<file path="config.mk">
export PLATFORM = sky130hd
export DESIGN_NAME = dip_wake_seq
export DESIGN_NICKNAME = d
export VERILOG_FILES = /design/src/rtl/dws_pkg.sv /design/src/rtl/dws_arm_timer.sv /design/src/rtl/dws_pulse_gen.sv /design/src/rtl/dip_wake_seq.sv
export SDC_FILE = /design/constraint.sdc
export NUM_CORES = 1
export LEC_CHECK = 0
export BUFFER_PORTS_ARGS = -buffer_cell sky130_fd_sc_hd__buf_2
export CELL_PAD_IN_SITES_DETAIL_PLACEMENT = 2
export CELL_PAD_IN_SITES_GLOBAL_PLACEMENT = 2
export CORE_MARGIN = 3
export CORE_UTILIZATION = 39
export CTS_CLUSTER_SIZE = 14
export DETAILED_ROUTE_END_ITERATION = 7
export PLACE_DENSITY = 0.85
export SYNTH_ARGS = -nofsm -noshare
export SYNTH_HDL_FRONTEND = slang
export SYNTH_SLANG_ARGS = --single-unit
</file>
<file path="constraint.sdc">
create_clock -name clk -period 2.34 [get_ports clk]
set_input_delay 0.351 -clock clk [delete_from_list [all_inputs] [get_ports clk]]
set_output_delay 0.351 -clock clk [all_outputs]
set_load 0.05 [all_outputs]
</file>
<file path="src/rtl/dws_pkg.sv">
package dws_pkg;
   typedef enum logic {
      DWS_IDLE = 1'b0,
      DWS_RUN  = 1'b1
   } dws_state_e;
endpackage

</file>
<file path="src/rtl/dws_arm_timer.sv">
module dws_arm_timer #(
   parameter int ARM_CYC = 7200
) (
   input  logic clk,
   input  logic rst_n,
   input  logic gate_i,
   output logic gate_rise_o,
   output logic armed_o
);
   localparam int AW = (ARM_CYC > 0) ? $clog2(ARM_CYC + 1) : 1;

   logic gate_q;

   always_ff @(posedge clk or negedge rst_n) begin
      if (!rst_n) gate_q <= 1'b0;
      else        gate_q <= gate_i;
   end

   assign gate_rise_o = gate_i & ~gate_q;

   generate
      if (ARM_CYC == 0) begin : g_no_wait
         logic arm_q;
         always_ff @(posedge clk or negedge rst_n) begin
            if (!rst_n)           arm_q <= 1'b0;
            else if (gate_rise_o) arm_q <= 1'b1;
         end
         assign armed_o = arm_q;
      end else begin : g_wait
         logic          run_q;
         logic [AW-1:0] cnt_q;
         always_ff @(posedge clk or negedge rst_n) begin
            if (!rst_n) begin
               run_q <= 1'b0;
               cnt_q <= '0;
            end else if (gate_rise_o) begin
               run_q <= 1'b1;
               cnt_q <= '0;
            end else if (run_q && cnt_q != AW'(ARM_CYC)) begin
               cnt_q <= cnt_q + 1'b1;
            end
         end
         assign armed_o = run_q && (cnt_q == AW'(ARM_CYC));

         AST_ARM_RESTART: assert property (@(posedge clk) disable iff (!rst_n)
            gate_rise_o |=> !armed_o) else $error("arm not restarted");
      end
   endgenerate
endmodule

</file>
<file path="src/rtl/dws_pulse_gen.sv">
module dws_pulse_gen
   import dws_pkg::*;
#(
   parameter int PULSE_CYC  = 150,
   parameter int PERIOD_CYC = 400,
   parameter int MAX_PULSES = 14
) (
   input  logic clk,
   input  logic rst_n,
   input  logic armed_i,
   input  logic gate_rise_i,
   input  logic low_i,
   input  logic drain_edge_i,
   output logic sink_o
);
   localparam int PW = $clog2(PERIOD_CYC + 1);
   localparam int CW = $clog2(MAX_PULSES + 1);

   dws_state_e     st_q;
   logic [PW-1:0]  pcnt_q;
   logic [CW-1:0]  npulse_q;
   logic           stop_q;
   logic           can_start;

   assign can_start = armed_i && !stop_q && low_i && (npulse_q < CW'(MAX_PULSES));

   always_ff @(posedge clk or negedge rst_n) begin
      if (!rst_n) begin
         st_q     <= DWS_IDLE;
         pcnt_q   <= '0;
         npulse_q <= '0;
         stop_q   <= 1'b0;
      end else if (gate_rise_i) begin
         st_q     <= DWS_IDLE;
         pcnt_q   <= '0;
         npulse_q <= '0;
         stop_q   <= 1'b0;
      end else if (drain_edge_i) begin
         st_q   <= DWS_IDLE;
         pcnt_q <= '0;
         stop_q <= 1'b1;
      end else begin
         case (st_q)
            DWS_IDLE: begin
               if (can_start) begin
                  st_q     <= DWS_RUN;
                  pcnt_q   <= '0;
                  npulse_q <= npulse_q + 1'b1;
               end
            end
            default: begin
               if (pcnt_q == PW'(PERIOD_CYC - 1)) begin
                  pcnt_q <= '0;
                  if (can_start) npulse_q <= npulse_q + 1'b1;
                  else           st_q     <= DWS_IDLE;
               end else begin
                  pcnt_q <= pcnt_q + 1'b1;
               end
            end
         endcase
      end
   end

   assign sink_o = (st_q == DWS_RUN) && (pcnt_q < PW'(PULSE_CYC));

   AST_COUNT_CAP: assert property (@(posedge clk) disable iff (!rst_n)
      npulse_q <= CW'(MAX_PULSES)) else $error("pulse cap exceeded");
   AST_FULL_WIDTH: assert property (@(posedge clk) disable iff (!rst_n)
      ($fell(sink_o) && !$past(drain_edge_i) && !$past(gate_rise_i)) |-> (pcnt_q == PW'(PULSE_CYC)))
      else $error("pulse cut short");
   AST_START_NEEDS_LOW: assert property (@(posedge clk) disable iff (!rst_n)
      $rose(sink_o) |-> $past(low_i)) else $error("start without low flag");
endmodule

</file>
<file path="src/rtl/dip_wake_seq.sv">
module dip_wake_seq #(
   parameter int ARM_CYC    = 7200,
   parameter int PULSE_CYC  = 150,
   parameter int PERIOD_CYC = 400,
   parameter int MAX_PULSES = 14
) (
   input  logic clk,
   input  logic rst_n,
   input  logic gate_i,
   input  logic low_supply_i,
   input  logic drain_edge_i,
   output logic sink_en_o
);
   generate
      if (PULSE_CYC < 1 || PULSE_CYC >= PERIOD_CYC) begin : g_bad_width
         $error("PULSE_CYC must be at least 1 and below PERIOD_CYC");
      end
      if (MAX_PULSES < 1) begin : g_bad_cap
         $error("MAX_PULSES must be at least 1");
      end
      if (ARM_CYC < 0) begin : g_bad_arm
         $error("ARM_CYC must not be negative");
      end
   endgenerate

   logic gate_rise;
   logic armed;

   dws_arm_timer #(.ARM_CYC(ARM_CYC)) u_arm (
      .clk         (clk),
      .rst_n       (rst_n),
      .gate_i      (gate_i),
      .gate_rise_o (gate_rise),
      .armed_o     (armed)
   );

   dws_pulse_gen #(
      .PULSE_CYC  (PULSE_CYC),
      .PERIOD_CYC (PERIOD_CYC),
      .MAX_PULSES (MAX_PULSES)
   ) u_pulse (
      .clk          (clk),
      .rst_n        (rst_n),
      .armed_i      (armed),
      .gate_rise_i  (gate_rise),
      .low_i        (low_supply_i),
      .drain_edge_i (drain_edge_i),
      .sink_o       (sink_en_o)
   );

   AST_NEEDS_ARM: assert property (@(posedge clk) disable iff (!rst_n)
      $rose(sink_en_o) |-> $past(armed)) else $error("pulse before arm");
   AST_DRAIN_STOP: assert property (@(posedge clk) disable iff (!rst_n)
      drain_edge_i |=> !sink_en_o) else $error("drain edge ignored");
   AST_GATE_ABORT: assert property (@(posedge clk) disable iff (!rst_n)
      gate_rise |=> !sink_en_o) else $error("gate edge ignored");
   AST_RESET_LOW: assert property (@(posedge clk)
      !rst_n |-> !sink_en_o) else $error("output high in reset");
endmodule

</file>
# Word level (Yosys, flattened, before mapping)
# Index checks and enable logic that the tools add are counted.
[word_totals]
input_bits = 5
output_inout_bits = 1
register_bits = 30
wordCells = 49
[classes]
eq_ne = 5
mux = 19
bitwise = 2
reduce_logical = 11
magnitude_cmp = 2
add_sub_neg = 3
[ops]
columns = ["operator", "n"]
rows = [
  ["two-way mux 9 bit", 5],
  ["two-way mux 13 bit", 2],
  ["two-way mux 4 bit", 5],
  ["adder 13 x 1 -> 13 bit (second input constant)", 1],
  ["equality test 13 bit (second input constant)", 1],
  ["inequality test 13 bit (second input constant)", 1],
  ["adder 9 x 1 -> 9 bit (second input constant)", 1],
  ["equality test 9 bit (second input constant)", 1],
  ["less-than comparator 9 x 8 -> 1 bit (second input constant)", 1],
  ["two-way mux 1 bit", 7],
  ["logical AND 1 bit", 6],
  ["adder 4 x 1 -> 4 bit (second input constant)", 1],
  ["less-than comparator 4 bit (second input constant)", 1],
  ["nonzero test 2 bit", 2],
  ["nonzero test 4 bit", 1],
  ["inequality test 3 bit (second input constant)", 1],
  ["inequality test 2 x 1 -> 1 bit (second input constant)", 1],
  ["AND reduction 2 bit", 1],
  ["AND 1 bit", 1],
  ["zero test 1 bit", 1],
  ["inverter 1 bit", 1],
]

# Logic depth before layout (Yosys ltp)
[logic_depth]
depth_word = 10
depth_mapped = 7

# Cells and area by module
# A second synthesis with hierarchy kept.
[hier_totals]
cells_unflattened = 162
area_unflattened_um2 = 1657.8
[by_module_without_submodules]
columns = ["mod", "cells_per_inst", "instances", "seq_area_each_um2", "area_each_um2"]
rows = [
  ["dws_pulse_gen", 87, 1, 375.4, 884.6],
  ["dws_arm_timer", 75, 1, 375.4, 773.2],
]

# Least setup slack after synthesis
# OpenSTA, ideal clock, no wires.
[synth_path]
path_type = "register to register"
start = "reg u_arm.g_wait.cnt_q[4]"
end = "reg u_pulse.pcnt_q[3]"
path_stages_with_launch = 6
synth_period_minus_slack_ns = 2.077
setup_slack_ns = 0.263
arrival_time_ns = 1.953
required_time_ns = 2.216
n_path_buf = 1
path_cell_list = "dfrtp_1 -> or4b_1 -> or3_1 -> buf_6 -> o21a_4 -> a211o_1"
[synth_between]
elab_chain_len = 6
[synth_lines]
columns = ["element", "line_no", "text"]
rows = [
  ["start, declared", "dws_arm_timer.sv:31", "logic [AW-1:0] cnt_q;"],
  ["start signal, assigned", "dws_arm_timer.sv:40", "cnt_q <= cnt_q + 1'b1;"],
  ["equality test 13 bit", "dws_arm_timer.sv:43", "assign armed_o = run_q && (cnt_q == AW'(ARM_CYC));"],
  ["logical AND 1 bit", "dws_arm_timer.sv:43", ""],
  ["logical AND 1 bit (3 in series)", "dws_pulse_gen.sv:25", "assign can_start = armed_i && !stop_q && low_i && (npulse_q < CW'(MAX_PULSES));"],
  ["nonzero test 4 bit (no line)", "-", ""],
  ["end signal, assigned", "dws_pulse_gen.sv:57", "pcnt_q <= pcnt_q + 1'b1;"],
  ["end, declared", "dws_pulse_gen.sv:20", "logic [PW-1:0] pcnt_q;"],
]
# No other way between the ends.
# A chain may end at the register's enable or synchronous reset.

# Worst setup path after layout
# Same ends and word-level chain as after synthesis.

==> key figures <==
Pwr
  • Combinational Power Share: just over 10%
  • P_int: 792.1 uW
  • Sequential Power Share: around 54%
  • Switching power share of the total: between 20 and 30%
  • LEAKAGE: 0.7707 nW
  • Max rail drop VDD: roughly 0.00043 V
  • Pwr dens: slightly above 600 mW/mm^2
  • P_sw: between 300 and 400 uW
  • Clock power frac: 36.2%

Place
  • IO Port Bufs: 5
  • Routability congestion estimate: 0.7917
  • Final HPWL DP: roughly 3200 um

Floorplan
  • Starting density of the core: between 40 and 50%
  • Die span in y: roughly 70 um
  • DIE WIDTH: ~70 um
  • Std-Cell Rows: 22
  • CORE AREA: approximately 0.0039 mm^2
  • IO Pins: 6
  • DIE AREA: approximately 0.005 mm^2

GRT
  • Initial antenna violation count: 0
  • Global route overflow: 0
  • Vias in the first global route: ~1600
  • Met1 Track Usage GR: around a quarter
  • Total track usage: between 20% and 30%
  • GR peak layer: met2
  • First-pass GRT wire length: slightly above 8000 um
  • Met3 Usage GRT: 4.545%
  • GRT met2 Usage: about 36%
  • Largest net degree at the start of global routing: 31

Worst setup path
  • Number of buffers and inverters on the critical path: 0
  • Max stage delay cell, worst path: or4b_1
  • Startpoint class of the critical path: flop
  • Arr. time, crit path: 2.34 ns
  • Delay-heaviest family, CP: simple AND/OR/NAND/NOR gates
  • CP Class: reg2reg
  • Endpoint type of the worst setup path: flop
  • Required time worst endpoint: between 2 and 3 ns
  • Crit-path max cell delay: ~0.56 ns
  • Cell Chain, Critical Path: or4b_1 -> or3_4 -> o21a_4 -> a211o_1
  • Worst Path Max Fanout: 8

Logic synthesis
  • Number of synthesized register bits: 30
  • Net count after synthesis: approximately 180
  • Post-synth EDFFs: 0
  • Ys Warns: 0
  • Top FF cell, synth: dfrtp_1
  • Post-synthesis sequential area ratio: between 40% and 50%
  • Mapped Cells: approximately 170
  • Synth cell types: 36
  • Mapped Area: roughly 0.0016 mm^2
  • Syn_area_per_cell: 9.413 um^2
  • FFs w/ async S/R, synth: 100.0%

STA
  • Slew Viols, Final: 0
  • Actual slew at the worst max-slew pin: slightly above 0.7 ns
  • Setup violators final: 0
  • Hold Slack: about 0.12 ns
  • Min Tclk post-route: around 2.2 ns
  • Fin. Hold Viols: 0
  • Final Cycle Share: 93.07%
  • Setup Skew: around 0.0049 ns
  • Setup tns final: 0 ns
  • Slew HR: between 50 and 60%
  • RSZ-0062 raised after global routing: false
  • Max Freq: roughly 460 MHz

Run status
  • Status: complete, no violations

Clock network
  • CTS tree: built
  • H-tree Lvls: 2
  • Clock buffer count from CTS: 5
  • Longest Clk Path Bufs: 2
  • Hold Buf Count CTS: 0
  • Clock sinks: 30
  • Reg clk slew, reported paths: about 0.060 ns
  • Root buffer cell: clkbuf_8
  • Clock Latency Late Sink: 0.28 ns

Layout
  • Final nets: 192
  • Share of layout cells above drive strength 1: just under 10%
  • N_diodes: 0
  • Area delta synth->final: 9.931%

Flow run
  • Max Cap Viol: 0

Route
  • 1st-iter DRT viols: between 70 and 80
  • Aggregate routed wire length: 4665 um
  • # DRC: 0
  • Via count: between 1000 and 1500
  • Average vias per placed instance: about 6.0
  • Final ANT Viol Nets: 0
  • DR WL/cell: slightly above 20 um
  • Pre-Repair DR Iteration Count: 4

Min path
  • Worst hold-check path type: in2async
cells in the final DEF (no fill, tap or decap), types with 3 or more instances in the layout:
cell type  count
a211o_1        3
a21oi_1       13
or4b_1         3
o31ai_1        3
inv_1          6
nand3_1        8
ha_1           4
dfrtp_1       30
nor3_1         5
clkbuf_8       5
nor2_1        14
nand2b_1       5
buf_4          4
buf_2          5
nand2_1       14
mux2i_1        3
or3_1          8
a21o_1         5
nand4_1        5
o21ai_0       10
xnor2_1        4
area by class of cell:
class,count,area (um^2)
Clock buffer,7,76.32
Inverter,6,22.52
Tap cell,48,60.06
Sequential cell,30,750.7
Fill cell,414,2053
Multi-Input combinational cell,131,835.8
Timing Repair Buffer,9,55.05
cell usage after synthesis, types with 3 or more instances:
library cell  count  area [um^2]
o21ai_0          10        50.05
xnor2_1           4        35.03
dfrtp_1          30        750.7
nand2b_1          5        31.28
inv_1             6        22.52
o31ai_1           3        22.52
nor2_1           14        52.55
or3_1             9        56.30
nand4_1           5        31.28
nand2_1          14        52.55
a211o_1           3        26.28
nand3_1           8        40.04
a21o_1            5        37.54
or4b_1            3        30.03
a21oi_1          13        65.06
ha_1              4        50.05
mux2i_1           3        30.03
nor3_1            5        25.02
clkbuf_1          6        22.52
sequential cells by signal (all words and copies together), names as in the netlist:
signal	count
u_arm.g_wait.cnt_q	13
u_pulse.st_q	1
u_pulse.stop_q	1
u_pulse.npulse_q	4
u_arm.g_wait.run_q	1
u_arm.gate_q	1
u_pulse.pcnt_q	9
final timing paths:
kind,from,end,slack [ns],depth (start not counted)
max in group asynchronous,rst_n,u_pulse.st_q,1.76,1
setup reg to reg,u_arm.g_wait.cnt_q[4],u_pulse.pcnt_q[3],0.16,4
hold reg to reg,u_pulse.stop_q,u_pulse.stop_q,0.53,2
setup / recovery,u_arm.g_wait.cnt_q[4],u_pulse.pcnt_q[3],0.16,4
min in group clk,gate_i,u_arm.gate_q,0.20,1
hold / removal,rst_n,u_pulse.pcnt_q[7],0.12,1
cells by family after synthesis:
kind of cell | Yosys count | share of synthesized area (%)
AO/OA/AOI/OAI | 40 | 15.74
XOR/XNOR | 6 | 3.209
adder cells (fa/ha/maj) | 4 | 3.056
buffers and inverters | 13 | 3.437
flip-flops | 30 | 45.84
multiplexers | 3 | 1.834
AND/OR/NAND/NOR | 78 | 26.89
through the flow:
stage / cell area [um^2] / std cells / setup slack, ns / power (mW) / utilization [%]
3_5_place_dp: 1719 / 224 / 0.06688 / 0.6956 / 44.61
5_1_grt: 1800 / 231 / 0.04200 / 1.152 / 46.72
6_report: 1800 / 231 / 0.1621 / 1.097 / 46.72
3_3_place_gp: 1719 / 224 / 0.1617 / 0.6790 / 44.61
2_1_floorplan: 1638 / 174 / 0.2629 / 0.6458 / -
4_1_cts: 1795 / 231 / 0.04017 / 1.111 / 46.59
routing by layer:
layer / wire [um] / vias to the layer above
li1: - / 647
met1: 2099 / 700
met2: 2345 / 20
met3: 132 / 10
met4: 88 / 0
met5: 0 / -
power groups by stage:
stage | clock network [mW] | logic (mW) | registers (mW)
after global placement | 0 | 0.0926 | 0.586
final | 0.397 | 0.113 | 0.587
after floorplan | 0 | 0.0654 | 0.580
after detailed placement | 0 | 0.101 | 0.594
after CTS | 0.408 | 0.117 | 0.587
after global routing | 0.432 | 0.129 | 0.591
what timing repair did:
item                                    CTS  global route
gates resized for setup                   0             1
endpoints found under the setup margin    0             7
buffers inserted                          0             0
Note: power is estimated with default switching activity, not from simulation.
